<file path="src/rtl/i2s_fdiv_pkg.sv">
`timescale 1ns/1ps
package i2s_fdiv_pkg;
   typedef enum logic [0:0] {
      FD_IDLE = 1'b0,
      FD_RUN  = 1'b1
   } fd_state_e;
endpackage

</file>
<file path="src/rtl/i2s_fdiv_ratio_chk.sv">
`timescale 1ns/1ps
// Combinational ratio check: ok when den != 0 and num/den >= LIM_N/LIM_D.
module i2s_fdiv_ratio_chk #(
   parameter int NUM_W = 15,
   parameter int DEN_W = 9,
   parameter int LIM_N = 67,
   parameter int LIM_D = 20
) (
   input  logic [NUM_W-1:0] num_i,
   input  logic [DEN_W-1:0] den_i,
   output logic             ok_o
);
   localparam int PROD_W = NUM_W + DEN_W + 8;

   logic [PROD_W-1:0] lhs;
   logic [PROD_W-1:0] rhs;

   if (LIM_N < 1 || LIM_D < 1) begin : g_bad_lim
      $error("ratio limit terms must be positive");
   end
   if (LIM_N > 255 || LIM_D > 255) begin : g_bad_lim_w
      $error("ratio limit terms must fit in 8 bits");
   end

   always_comb begin
      lhs  = PROD_W'(num_i) * PROD_W'(LIM_D);
      rhs  = PROD_W'(den_i) * PROD_W'(LIM_N);
      ok_o = (den_i != '0) && (lhs >= rhs);
   end
endmodule

</file>
<file path="src/rtl/i2s_fdiv_accum.sv">
`timescale 1ns/1ps
// Fractional phase accumulator: adds den each active cycle, wraps at num.
module i2s_fdiv_accum #(
   parameter int NUM_W = 15,
   parameter int DEN_W = 9
) (
   input  logic             clk,
   input  logic             rst_n,
   input  logic             act_i,
   input  logic [NUM_W-1:0] num_i,
   input  logic [DEN_W-1:0] den_i,
   output logic             tick_o
);
   localparam int ACC_W = NUM_W + 1;

   if (DEN_W > NUM_W) begin : g_bad_w
      $error("denominator must not be wider than numerator");
   end

   logic [ACC_W-1:0] acc_q;
   logic [ACC_W-1:0] sum;
   logic [ACC_W-1:0] acc_d;

   always_comb begin
      sum    = acc_q + ACC_W'(den_i);
      tick_o = act_i && (sum >= ACC_W'(num_i));
      if (!act_i)      acc_d = '0;
      else if (tick_o) acc_d = sum - ACC_W'(num_i);
      else             acc_d = sum;
   end

   always_ff @(posedge clk or negedge rst_n) begin
      if (!rst_n) acc_q <= '0;
      else        acc_q <= acc_d;
   end


   acc_below_num_chk: assert property (@(posedge clk) disable iff (!rst_n)
      act_i |-> (acc_q < ACC_W'(num_i)));


   acc_clear_idle_chk: assert property (@(posedge clk) disable iff (!rst_n)
      !act_i |=> (acc_q == '0));
endmodule

</file>
<file path="src/rtl/i2s_fdiv_edge_gen.sv">
`timescale 1ns/1ps
// Bit-clock level register and edge strobes.
module i2s_fdiv_edge_gen (
   input  logic clk,
   input  logic rst_n,
   input  logic act_i,
   input  logic tick_i,
   output logic sck_o,
   output logic rise_o,
   output logic fall_o
);
   logic sck_q, rise_q, fall_q;

   always_ff @(posedge clk or negedge rst_n) begin
      if (!rst_n) begin
         sck_q  <= 1'b0;
         rise_q <= 1'b0;
         fall_q <= 1'b0;
      end else if (!act_i) begin
         sck_q  <= 1'b0;
         rise_q <= 1'b0;
         fall_q <= 1'b0;
      end else begin
         sck_q  <= sck_q ^ tick_i;
         rise_q <= tick_i & ~sck_q;
         fall_q <= tick_i &  sck_q;
      end
   end

   assign sck_o  = sck_q;
   assign rise_o = rise_q;
   assign fall_o = fall_q;


   strobe_excl_chk: assert property (@(posedge clk) disable iff (!rst_n)
      !(rise_q && fall_q));


   rise_level_chk: assert property (@(posedge clk) disable iff (!rst_n)
      rise_q |-> (sck_q && !$past(sck_q)));


   fall_level_chk: assert property (@(posedge clk) disable iff (!rst_n)
      fall_q |-> (!sck_q && $past(sck_q) && $past(act_i)));
endmodule

</file>
<file path="src/rtl/i2s_bitclk_fracdiv.sv">
`timescale 1ns/1ps
module i2s_bitclk_fracdiv #(
   parameter int NUM_W      = 15,
   parameter int DEN_W      = 9,
   parameter int LIM_N      = 67,
   parameter int LIM_D      = 20,
   parameter bit ERR_STICKY = 1'b1
) (
   input  logic             clk,
   input  logic             rst_n,
   input  logic             en_i,
   input  logic [NUM_W-1:0] num_i,
   input  logic [DEN_W-1:0] den_i,
   output logic             sck_o,
   output logic             sck_rise_o,
   output logic             sck_fall_o,
   output logic             ratio_err_o
);
   import i2s_fdiv_pkg::*;

   if (NUM_W < 2 || NUM_W > 31) begin : g_bad_num
      $error("NUM_W out of range");
   end
   if (DEN_W < 1) begin : g_bad_den
      $error("DEN_W out of range");
   end

   fd_state_e        state_q;
   logic [NUM_W-1:0] num_q;
   logic [DEN_W-1:0] den_q;
   logic             err_q;
   logic             cfg_ok;
   logic             start;
   logic             refuse;
   logic             act;
   logic             tick;

   i2s_fdiv_ratio_chk #(
      .NUM_W(NUM_W), .DEN_W(DEN_W), .LIM_N(LIM_N), .LIM_D(LIM_D)
   ) u_ratio (
      .num_i (num_i),
      .den_i (den_i),
      .ok_o  (cfg_ok)
   );

   always_comb begin
      start  = (state_q == FD_IDLE) && en_i && cfg_ok;
      refuse = (state_q == FD_IDLE) && en_i && !cfg_ok;
      act    = (state_q == FD_RUN) && en_i;
   end

   always_ff @(posedge clk or negedge rst_n) begin
      if (!rst_n) begin
         state_q <= FD_IDLE;
         num_q   <= '0;
         den_q   <= '0;
      end else begin
         if (state_q == FD_IDLE) begin
            num_q <= num_i;
            den_q <= den_i;
         end
         if (start)      state_q <= FD_RUN;
         else if (!en_i) state_q <= FD_IDLE;
      end
   end

   if (ERR_STICKY) begin : g_err_sticky
      always_ff @(posedge clk or negedge rst_n) begin
         if (!rst_n)      err_q <= 1'b0;
         else if (refuse) err_q <= 1'b1;
      end
   end else begin : g_err_clear
      always_ff @(posedge clk or negedge rst_n) begin
         if (!rst_n)      err_q <= 1'b0;
         else if (refuse) err_q <= 1'b1;
         else if (start)  err_q <= 1'b0;
      end
   end

   i2s_fdiv_accum #(.NUM_W(NUM_W), .DEN_W(DEN_W)) u_acc (
      .clk    (clk),
      .rst_n  (rst_n),
      .act_i  (act),
      .num_i  (num_q),
      .den_i  (den_q),
      .tick_o (tick)
   );

   i2s_fdiv_edge_gen u_edge (
      .clk    (clk),
      .rst_n  (rst_n),
      .act_i  (act),
      .tick_i (tick),
      .sck_o  (sck_o),
      .rise_o (sck_rise_o),
      .fall_o (sck_fall_o)
   );

   assign ratio_err_o = err_q;


   disable_quiet_chk: assert property (@(posedge clk) disable iff (!rst_n)
      !en_i |=> (!sck_o && !sck_rise_o && !sck_fall_o));


   cfg_hold_chk: assert property (@(posedge clk) disable iff (!rst_n)
      (state_q == FD_RUN) |=> ($stable(num_q) && $stable(den_q)));


   refuse_idle_chk: assert property (@(posedge clk) disable iff (!rst_n)
      refuse |=> (state_q == FD_IDLE && ratio_err_o));


   err_sticky_chk: assert property (@(posedge clk) disable iff (!rst_n)
      (ERR_STICKY && ratio_err_o) |=> ratio_err_o);


   start_low_chk: assert property (@(posedge clk) disable iff (!rst_n)
      start |=> (!sck_o && !sck_rise_o && !sck_fall_o));
endmodule

</file>
<file path="config.mk">
export PLATFORM = sky130hd
export DESIGN_NAME = i2s_bitclk_fracdiv
export DESIGN_NICKNAME = d
export VERILOG_FILES = /design/src/rtl/i2s_fdiv_pkg.sv /design/src/rtl/i2s_fdiv_ratio_chk.sv /design/src/rtl/i2s_fdiv_accum.sv /design/src/rtl/i2s_fdiv_edge_gen.sv /design/src/rtl/i2s_bitclk_fracdiv.sv
export SDC_FILE = /design/constraint.sdc
export NUM_CORES = 1
export LEC_CHECK = 0
export ABC_AREA = 1
export CORE_ASPECT_RATIO = 0.5
export CORE_MARGIN = 8
export CORE_UTILIZATION = 40
export DETAILED_ROUTE_END_ITERATION = 6
export SLEW_MARGIN = 20
export SYNTH_ARGS = -nofsm -noshare
export SYNTH_HDL_FRONTEND = slang
export SYNTH_SLANG_ARGS = --single-unit
</file>
<file path="constraint.sdc">
create_clock -name clk -period 3.72 [get_ports clk]
set_input_delay 0.558 -clock clk [delete_from_list [all_inputs] [get_ports clk]]
set_output_delay 0.558 -clock clk [all_outputs]
set_load 0.02 [all_outputs]
</file>
-- Word-level counts from Yosys, hierarchy flattened
Cells that the tools add are included.
- register bits: 45
- bitwise gates (word level): 5
- eq/ne operators: 1
- mux-type cells: 7
- $add $sub $neg: 2
- order comparisons: 2
- reductions and logical operators: 8
- multiply operators: 2
- operator list (operator ; count):
    two-way mux 16 bit ; 2
    greater-or-equal comparator 20 x 16 -> 1 bit ; 1
    multiplier 15 x 3 -> 18 bit (second input constant) ; 1
    adder 16 x 9 -> 16 bit ; 1
    greater-or-equal comparator 16 x 15 -> 1 bit ; 1
    multiplier 9 x 7 -> 16 bit (second input constant) ; 1
    subtractor 16 x 15 -> 16 bit ; 1
    nonzero test 9 bit ; 1
    logical AND 1 bit ; 6
    two-way mux 1 bit ; 5
    bitwise AND 1 bit ; 2
    inequality test 2 x 1 -> 1 bit (second input constant) ; 1
    inverter 1 bit ; 2
    zero test 1 bit ; 1
    XOR 1 bit ; 1

-- Logic depth before layout (Yosys ltp)
Gate-level depths: netlist of the first run.
- depth after elaboration: 5
- mapped depth: 25
- depth with buffers taken out: 25

-- Cells and area by module
Synthesis of the first run repeated with hierarchy kept, for this count alone.
- cell total of the unflattened synthesis: 781
- area, all modules: 5449.0 um^2
- by module, submodules not included (module ; instances ; cells an instance ; area an instance (um^2)):
    i2s_fdiv_accum ; 1 ; 340 ; 2193.4
    i2s_fdiv_ratio_chk ; 1 ; 317 ; 2090.8
    i2s_bitclk_fracdiv ; 1 ; 112 ; 1036.0
    i2s_fdiv_edge_gen ; 1 ; 12 ; 128.9

-- Worst setup path before layout of the first run
No wires, ideal clock.
- path type: in2reg
- from: in den_i[2]
- to: reg state_q
- setup slack: 0.010 ns
- data required time: 3.594 ns
- arrival: 3.583 ns
- stages: 22
- path buffers: 0
- cell sequence: ha_1 > ha_1 > fa_1 > ha_1 > inv_1 > o21bai_1 > a21oi_1 > nand2_1 > a21boi_0 > o21ai_0 > nand3_1 > ha_1 > nand2_1 > inv_1 > nand2_1 > nand3_1 > nor2_1 > nand3_1 > nor2_1 > nand2_1 > nand3_1 > nand2_1
- word-level cells in the longest chain between the ends: 5
- elaborated cells on any way between the ends: 7
- those cells by class: mul (1); order compare (1); eq/ne (1); mux (1); reduce/logical (3)
- RTL lines (element ; RTL line ; text):
    start: declaration ; i2s_bitclk_fracdiv.sv:13 ; input logic [DEN_W-1:0] den_i,
    multiplier 9 x 7 -> 16 bit ; i2s_fdiv_ratio_chk.sv:27 ; rhs = PROD_W'(den_i) * PROD_W'(LIM_N);
    greater-or-equal comparator 20 x 16 -> 1 bit ; i2s_fdiv_ratio_chk.sv:28 ; ok_o = (den_i != '0) && (lhs >= rhs);
    logical AND 1 bit * ; i2s_fdiv_ratio_chk.sv:28 ;
    logical AND 1 bit * ; i2s_bitclk_fracdiv.sv:47 ; start = (state_q == FD_IDLE) && en_i && cfg_ok;
    inequality test 2 x 1 -> 1 bit (no line) / two-way mux 1 bit (equally long branches) ; n/a ;
    end signal: assignment ; i2s_bitclk_fracdiv.sv:54 ; state_q <= FD_IDLE;
    end signal: assignment ; i2s_bitclk_fracdiv.sv:62 ; if (start) state_q <= FD_RUN;
    end signal: assignment ; i2s_bitclk_fracdiv.sv:63 ; else if (!en_i) state_q <= FD_IDLE;
    end: declaration ; i2s_bitclk_fracdiv.sv:28 ; fd_state_e state_q;
Every way passes the cells marked *; elsewhere a longest branch is shown, timed or not.
A chain may end at the register's enable or synchronous reset.

-- Worst setup path after layout of the first run
- from: in den_i[7]
- to: reg err_q, in the netlist ratio_err_o
- word-level cells in the longest chain between the ends: 5
- elaborated cells on any way between the ends: 6
- those cells by class: mul (1); order compare (1); reduce/logical (4)
- RTL lines (element ; RTL line ; text):
    multiplier 9 x 7 -> 16 bit ; i2s_fdiv_ratio_chk.sv:27 ;
    greater-or-equal comparator 20 x 16 -> 1 bit ; i2s_fdiv_ratio_chk.sv:28 ;
    logical AND 1 bit * ; i2s_fdiv_ratio_chk.sv:28 ;
    zero test 1 bit * ; i2s_bitclk_fracdiv.sv:48 ; refuse = (state_q == FD_IDLE) && en_i && !cfg_ok;
    logical AND 1 bit * ; i2s_bitclk_fracdiv.sv:48 ;
    end signal: assignment ; i2s_bitclk_fracdiv.sv:69 ; if (!rst_n) err_q <= 1'b0;
    end signal: assignment ; i2s_bitclk_fracdiv.sv:70 ; else if (refuse) err_q <= 1'b1;
    end: declaration ; i2s_bitclk_fracdiv.sv:31 ; logic err_q;
Marked as above.

==> results of run 1 <==
[cells by family (layout without fill, tap and decap cells)]
| kind of cell | count (synthesis) | after routing | share of synthesized area |
|---|---|---|---|
| compound gates | 89 | 89 | 0.0950 |
| xor+xnor | 42 | 42 | 0.0720 |
| fa+ha+maj | 101 | 101 | 0.255 |
| buf+inv | 111 | 198 | 0.0855 |
| flops | 45 | 45 | 0.220 |
| mux | 4 | 4 | 0.00882 |
| simple gates | 327 | 327 | 0.264 |
[sequential cells by signal, summed over array words and instances (netlist names)]
register	count
ratio_err_o	1
den_q	9
num_q	15
u_edge.fall_o	1
u_acc.acc_q	16
u_edge.sck_o	1
state_q	1
u_edge.rise_o	1
[worst paths after layout]
path	from	to	slack, ps	cells after the start
worst max-delay path	den_i[7]	ratio_err_o	130	24
worst min-delay path	rst_n	num_q[10]	250	1
worst max register to register	den_q[0]	u_edge.sck_o	230	23
worst min register to register	num_q[14]	num_q[14]	480	2
max in group asynchronous	rst_n	u_acc.acc_q[15]	3050	1
min in group clk	num_q[14]	num_q[14]	480	2
[power by group through the flow]
stage | registers [mW] | clock network [mW] | logic [mW]
2_1_floorplan | 0.632 | 0 | 1.50
3_3_place_gp | 0.651 | 0 | 1.99
3_5_place_dp | 0.653 | 0 | 2.02
4_1_cts | 0.643 | 0.453 | 2.07
5_1_grt | 0.664 | 0.474 | 2.50
6_report | 0.654 | 0.437 | 2.21
[routing by layer]
metal	global-route usage	vias to the layer above	share of wire
met5	0	-	0
met2	0.258	53	0.46
li1	-	2484	-
met3	0.0204	4	0.027
met1	0.208	2197	0.51
met4	0.0315	0	0.0060
[area by class of cell]
class | count | area share
clock buffers | 5 | 0.0194
multi-input cells | 563 | 0.598
repair buffers | 87 | 0.111
flip-flops and latches | 45 | 0.175
inverters | 104 | 0.0607
well taps | 170 | 0.0331
clock inverters | 2 | 0.00253
[timing repair]
item,4_1_cts,5_1_grt
endpoints found under the setup margin,2,21
cloned,0,0
pin swaps,21,34
setup buffers,1,4
resized for setup,24,52
endpoints found under the hold margin,0,0
[synthesized netlist by cell type, types with 3 or more instances]
| cell | count |
|---|---|
| buf_1 | 3 |
| xor2_1 | 22 |
| nand4_1 | 4 |
| fa_1 | 5 |
| nand2_1 | 200 |
| nand2_2 | 4 |
| a21boi_0 | 3 |
| a21oi_1 | 50 |
| inv_1 | 104 |
| ha_1 | 96 |
| o21bai_1 | 5 |
| dfrtp_1 | 45 |
| o21ai_0 | 14 |
| xnor2_1 | 20 |
| nor3_1 | 6 |
| o21ai_1 | 8 |
| a21o_1 | 3 |
| mux2_2 | 4 |
| nor2_1 | 68 |
| nand3_1 | 35 |
[layout by cell type (no fill, tap or decap), types with 4 or more instances in the layout]
| cell type | n |
|---|---|
| a21oi_1 | 44 |
| a21oi_2 | 6 |
| buf_4 | 58 |
| clkbuf_16 | 5 |
| clkbuf_2 | 5 |
| clkdlybuf4s50_1 | 19 |
| dfrtp_1 | 45 |
| dlymetal6s2s_1 | 5 |
| ha_1 | 80 |
| ha_4 | 14 |
| inv_1 | 102 |
| mux2_2 | 4 |
| nand2_1 | 193 |
| nand2_2 | 11 |
| nand3_1 | 33 |
| nand4_1 | 4 |
| nor2_1 | 66 |
| nor3_1 | 5 |
| o21ai_0 | 11 |
| o21ai_1 | 9 |
| o21bai_1 | 5 |
| xnor2_1 | 17 |
| xor2_1 | 20 |
==> metrics.json, run 1 <==
{
  "worst_path_largest_cell_delay": {"value": 500, "unit": "ps"},
  "cts-root-to-sink-buffers": {"value": 2},
  "clock_sink_total": {"value": 45},
  "worstSetupStartpointType": {"value": "input port"},
  "ff_latch_area": {"value": 1130, "unit": "µm²"},
  "holdWs": {"value": 254, "unit": "ps"},
  "async_flop_share": {"value": 1.00},
  "fp.dieH": {"value": 95.9, "unit": "µm"},
  "vdd_drop_max": {"value": 0.000253, "unit": "V"},
  "fin_util": {"value": 0.513},
  "worstSetupPathType": {"value": "input port to register"},
  "io_port_bufs": {"value": 30},
  "postLayoutCellArea": {"value": 6430, "unit": "µm²"},
  "via_count": {"value": 4738},
  "netSwitchingFraction": {"value": 0.462},
  "worst_pin_slew": {"value": 585, "unit": "ps"},
  "row_count": {"value": 29},
  "multi_input_comb_area": {"value": 3850, "unit": "µm²"},
  "worst-endpoint-arrival": {"value": 3780, "unit": "ps"},
  "placedInstanceArea": {"value": 5960, "unit": "µm²"},
  "worstSkewPairLatency": {"value": 290, "unit": "ps"},
  "worst_slack": {"value": 129, "unit": "ps"},
  "wire_per_inst": {"value": 13.2, "unit": "µm"},
  "synthToLayoutAreaGrowth": {"value": 26.0, "unit": "%"},
  "slowest_stage": {"value": "fa_1"},
  "final_net_count": {"value": 934},
  "drv_cap": {"value": 0},
  "outcome": {"value": "completed"},
  "final_max_slew_viol_count": {"value": 0},
  "synth_cells": {"value": 719},
  "final_standard_cell_count_with_taps_included_and_fillers_excluded": {"value": 976},
  "fin_total_pwr": {"value": 3.30, "unit": "mW"},
  "endpoint_kind": {"value": "register"},
  "die-area": {"value": 16900, "unit": "µm²"},
  "synth_top_area_cell": {"value": "ha_1"},
  "grt_usage": {"value": 0.153},
  "n_fill_cell": {"value": 1242},
  "static-leakage-power": {"value": 3.54, "unit": "nW"},
  "antenna_violations_before_repair": {"value": 0},
  "post_synth_num_cell_types": {"value": 38},
  "share_clk_of_total_power": {"value": 0.132},
  "path_delay_family": {"value": "adder cells"},
  "path_common_cell": {"value": "nand2_1"},
  "boundaryPins": {"value": 31},
  "clkSlewWorstSetupHoldPaths": {"value": 60, "unit": "ps"},
  "grt_max_degree": {"value": 46},
  "finClkSkew": {"value": 3.08, "unit": "ps"},
  "max_freq": {"value": 278, "unit": "MHz"},
  "synthesis.yosys.warnings": {"value": 0},
  "holdBufCountCts": {"value": 0},
  "min_period": {"value": 3590, "unit": "ps"},
  "drt-total-wl": {"value": 12900, "unit": "µm"},
  "fin_setup_tns": {"value": 0, "unit": "ps"},
  "synth_fp_nets": {"value": 847},
  "via_count_of_the_first_global_routing_pass": {"value": 4549},
  "die_width": {"value": 176, "unit": "µm"},
  "drive_gt1_frac": {"value": 0.161},
  "finalHoldViolations": {"value": 0},
  "firstDrtPassIters": {"value": 5},
  "htree_depth": {"value": 2},
  "effective_utilization_at_floorplan": {"value": 0.407},
  "final_clock_period_utilization_by_the_worst_path": {"value": 0.965},
  "clock_tree_from_tritoncts": {"value": "yes"},
  "switching_power": {"value": 1.53, "unit": "mW"},
  "post-place-ws": {"value": -738, "unit": "ps"},
  "dpl.cell_count": {"value": 964},
  "max_slew_margin": {"value": 0.610},
  "ys_top_cells_by_area": {"value": "ha_1, dfrtp_1, nand2_1"},
  "drc": {"value": 0},
  "yosys_most_used_dff": {"value": "dfrtp_1"},
  "comb_power_share": {"value": 0.670},
  "pwr_density_cell": {"value": 513, "unit": "nW/µm²"},
  "grt_first_pass_wirelength": {"value": 21200, "unit": "µm"},
  "drt-vias-per-instance": {"value": 4.85},
  "holdCritPathClass": {"value": "input port to async pin"},
  "setup-violations-final": {"value": 0},
  "gpl.final_weighted_congestion": {"value": 0.885},
  "insertedDiodeCount": {"value": 0},
  "global_route.overflow_total": {"value": 0},
  "power_frac_seq": {"value": 0.198},
  "clock_buffer_count_from_cts": {"value": 5},
  "post_synth_instance_area": {"value": 5110, "unit": "µm²"},
  "cp_data_required_time": {"value": 3900, "unit": "ps"},
  "synth_area_per_cell": {"value": 7.11, "unit": "µm²"},
  "synth-seq-area-share": {"value": 0.220},
  "ant_nets": {"value": 0},
  "synth-edff-count": {"value": 0},
  "drtIter0Drc": {"value": 206},
  "synth.ff_latch_count": {"value": 45},
  "crit_buf_inv": {"value": 4},
  "synth_top_area_share": {"value": 0.235},
  "detailed_place_hpwl": {"value": 10500, "unit": "µm"},
  "cp_max_fo": {"value": 3},
  "crit_path_cell_trace": {"value": "clkbuf_2 > ha_4 > ha_4 > fa_1 > ha_4 > inv_2 > o21bai_1 > a21oi_2 > nand2_2 > a21boi_4 > o21ai_2 > nand3_2 > ha_4 > nand2_1 > buf_4 > buf_4 > nor2_1 > nand2_1 > nand3_1 > nor2_1 > nand2_1 > nand2_1 > nand2_1 > nand2_1"},
  "clock_tree.root_cell": {"value": "clkbuf_16"},
  "placeableCoreArea": {"value": 12600, "unit": "µm²"},
  "power.internal": {"value": 1.78, "unit": "mW"}
}
No activity file was read; power rests on OpenSTA's default activity.
==> run 2, diff against run 1 <==
--- a/config.mk
+++ b/config.mk
@@ -6,6 +6,7 @@
 export NUM_CORES = 1
 export LEC_CHECK = 0
 export ABC_AREA = 1
+export CAP_MARGIN = 20
 export CORE_ASPECT_RATIO = 0.5
 export CORE_MARGIN = 8
 export CORE_UTILIZATION = 40
==> results of run 2 <==
The final DEF is identical to that of run 1; final timing and power are the same.
==> run 3, diff against run 2 <==
--- a/config.mk
+++ b/config.mk
@@ -10,7 +10,9 @@
 export CORE_ASPECT_RATIO = 0.5
 export CORE_MARGIN = 8
 export CORE_UTILIZATION = 40
+export CTS_CLUSTER_SIZE = 24
 export DETAILED_ROUTE_END_ITERATION = 6
+export SKIP_CTS_REPAIR_TIMING = 1
 export SLEW_MARGIN = 20
 export SYNTH_ARGS = -nofsm -noshare
 export SYNTH_HDL_FRONTEND = slang
==> run 3 against run 2 <==
Count of clock-buffer cells in the layout unchanged. Routed wire length decreased by 0.68%. Fmax increased by 3.1%. Global-route usage decreased by 0.19 points. Register-to-register slack improved by 20 ps. Sequential share of layout area about the same. Clock power about the same. Sequential power about the same. First-iteration DRC count increased by 12%. Via count decreased by 0.82%. Critical endpoint is now state_q. Largest cell class unchanged.
==> metrics.json, run 3 (synthesis gave the netlist of run 1 again) <==
{
  "timing.reg2reg.setup_slack": {"value": 250, "unit": "ps"},
  "commonest_cells_after_routing_fill_and_taps_aside": {"value": "nand2_1, inv_1, ha_1"},
  "boundaryPins": {"value": 31},
  "cts-root-to-sink-buffers": {"value": 2},
  "io_port_bufs": {"value": 30},
  "worst-endpoint-arrival": {"value": 3650, "unit": "ps"},
  "via_count_of_the_first_global_routing_pass": {"value": 4505},
  "row_count": {"value": 29},
  "global_route.overflow_total": {"value": 0},
  "detailed_place_hpwl": {"value": 10500, "unit": "µm"},
  "final_clock_period_utilization_by_the_worst_path": {"value": 0.936},
  "drc": {"value": 0},
  "timing.critical_path.to": {"value": "state_q"},
  "regToRegStartpoint": {"value": "den_q[0]"},
  "setup-violations-final": {"value": 0},
  "multi_input_comb_area": {"value": 3830, "unit": "µm²"},
  "power.internal": {"value": 1.77, "unit": "mW"},
  "firstDrtPassIters": {"value": 5},
  "clock_tree.root_cell": {"value": "clkbuf_16"},
  "clkSlewWorstSetupHoldPaths": {"value": 60, "unit": "ps"},
  "clock_buffer_count_from_cts": {"value": 5},
  "ff_latch_area": {"value": 1130, "unit": "µm²"},
  "htree_depth": {"value": 2},
  "max_slew_margin": {"value": 0.609},
  "layout_top_registers": {"value": "u_acc.acc_q (16), num_q (15), den_q (9)"},
  "timing.rr.end": {"value": "u_edge.sck_o"},
  "placeableCoreArea": {"value": 12600, "unit": "µm²"},
  "fin_util": {"value": 0.512},
  "via_count": {"value": 4699},
  "comb_power_share": {"value": 0.668},
  "critical_path.startpoint": {"value": "den_i[6]"},
  "drv_cap": {"value": 0},
  "grt_first_pass_wirelength": {"value": 20900, "unit": "µm"},
  "cp_data_required_time": {"value": 3890, "unit": "ps"},
  "largest-register": {"value": "u_acc.acc_q"},
  "finClkSkew": {"value": 3.20, "unit": "ps"},
  "fin_total_pwr": {"value": 3.29, "unit": "mW"},
  "worstSetupStartpointType": {"value": "input port"},
  "finalHoldViolations": {"value": 0},
  "gpl.final_weighted_congestion": {"value": 0.885},
  "drt-vias-per-instance": {"value": 4.82},
  "largest_register_ffs": {"value": 16},
  "final_net_count": {"value": 932},
  "grt_max_degree": {"value": 46},
  "min_period": {"value": 3480, "unit": "ps"},
  "endpoint_kind": {"value": "register"},
  "worst_pin_slew": {"value": 586, "unit": "ps"},
  "postLayoutCellArea": {"value": 6420, "unit": "µm²"},
  "max_freq": {"value": 287, "unit": "MHz"},
  "n_fill_cell": {"value": 1250},
  "outcome": {"value": "completed"},
  "vdd_drop_max": {"value": 0.000253, "unit": "V"},
  "antenna_violations_before_repair": {"value": 0},
  "wire_per_inst": {"value": 13.1, "unit": "µm"},
  "dpl.cell_count": {"value": 964},
  "drtIter0Drc": {"value": 231},
  "synthToLayoutAreaGrowth": {"value": 25.7, "unit": "%"},
  "final_max_slew_viol_count": {"value": 0},
  "die_width": {"value": 176, "unit": "µm"},
  "grt_usage": {"value": 0.151},
  "drt-total-wl": {"value": 12800, "unit": "µm"},
  "effective_utilization_at_floorplan": {"value": 0.407},
  "final_standard_cell_count_with_taps_included_and_fillers_excluded": {"value": 974},
  "fp.dieH": {"value": 95.9, "unit": "µm"},
  "cp_max_fo": {"value": 3},
  "clock_sink_total": {"value": 45},
  "die-area": {"value": 16900, "unit": "µm²"},
  "placedInstanceArea": {"value": 5960, "unit": "µm²"},
  "fin_setup_tns": {"value": 0, "unit": "ps"},
  "netSwitchingFraction": {"value": 0.464},
  "static-leakage-power": {"value": 3.53, "unit": "nW"},
  "drive_gt1_frac": {"value": 0.158},
  "power_frac_seq": {"value": 0.199},
  "worst_slack": {"value": 237, "unit": "ps"},
  "worstSetupPathType": {"value": "input port to register"},
  "layout_commonest_cell": {"value": "nand2_1"},
  "r2r_cells": {"value": 23},
  "holdCritPathClass": {"value": "input port to async pin"},
  "share_clk_of_total_power": {"value": 0.133},
  "post-place-ws": {"value": -738, "unit": "ps"},
  "insertedDiodeCount": {"value": 0},
  "clock_tree_from_tritoncts": {"value": "yes"},
  "switching_power": {"value": 1.53, "unit": "mW"},
  "worstSkewPairLatency": {"value": 290, "unit": "ps"},
  "holdWs": {"value": 255, "unit": "ps"},
  "pwr_density_cell": {"value": 513, "unit": "nW/µm²"},
  "ant_nets": {"value": 0}
}
-- run 3: changes by cell type in the layout (fill, tap and decap cells not counted), sizes merged --
| cell | change |
|---|---|
| dlymetal6s2s | +1 |
| clkbuf | -3 |
-- run 3: routing by layer --
layer / share of wire / vias to the layer above / global-route usage
met5: 0 / - / 0
met4: 0.0060 / 0 / 0.0336
met3: 0.033 / 4 / 0.0215
met2: 0.45 / 62 / 0.252
met1: 0.51 / 2152 / 0.206
li1: - / 2481 / -
-- run 3: final cells by class --
type / count / share of cell area
repair buffers: 85 / 0.112
inverters: 104 / 0.0608
flip-flops and latches: 45 / 0.175
clock inverters: 2 / 0.00253
clock buffers: 5 / 0.0195
multi-input cells: 563 / 0.597
well taps: 170 / 0.0331
-- run 3: power groups by stage --
stage / sequential, mW / clock (mW) / combinational [mW]
final: 0.654 / 0.437 / 2.20
after global routing: 0.664 / 0.474 / 2.48
after CTS: 0.643 / 0.453 / 2.03
after detailed placement: 0.653 / 0 / 2.02
after global placement: 0.651 / 0 / 1.99
after floorplan: 0.632 / 0 / 1.50
-- run 3: worst max-delay path, cell delays in order --
cell      delay [ps]
clkbuf_2         120
ha_4             240
ha_2             170
fa_1             550
ha_4             230
nand2_1           70
inv_1             60
a21oi_2          130
nand2_2           80
a21boi_2         200
xor2_1           170
ha_1             270
a21o_1           170
nor2_1            80
nand3_1           90
nand2_1           80
nand3_1           70
nor2_1           110
nand2_1           80
nand3_1           70
nand2_1           50
-- run 3: how the worst min path moves through the flow --
stage / start / to / slack (ps) / cells past startpoint
6_report: rst_n / num_q[10] / 260 / 1
5_1_grt: rst_n / num_q[10] / 300 / 1
4_1_cts: rst_n / num_q[10] / 490 / 1
3_5_place_dp: num_q[14] / num_q[14] / 470 / 2
3_3_place_gp: num_q[14] / num_q[14] / 470 / 2
2_1_floorplan: rst_n / den_q[0] / 260 / 0
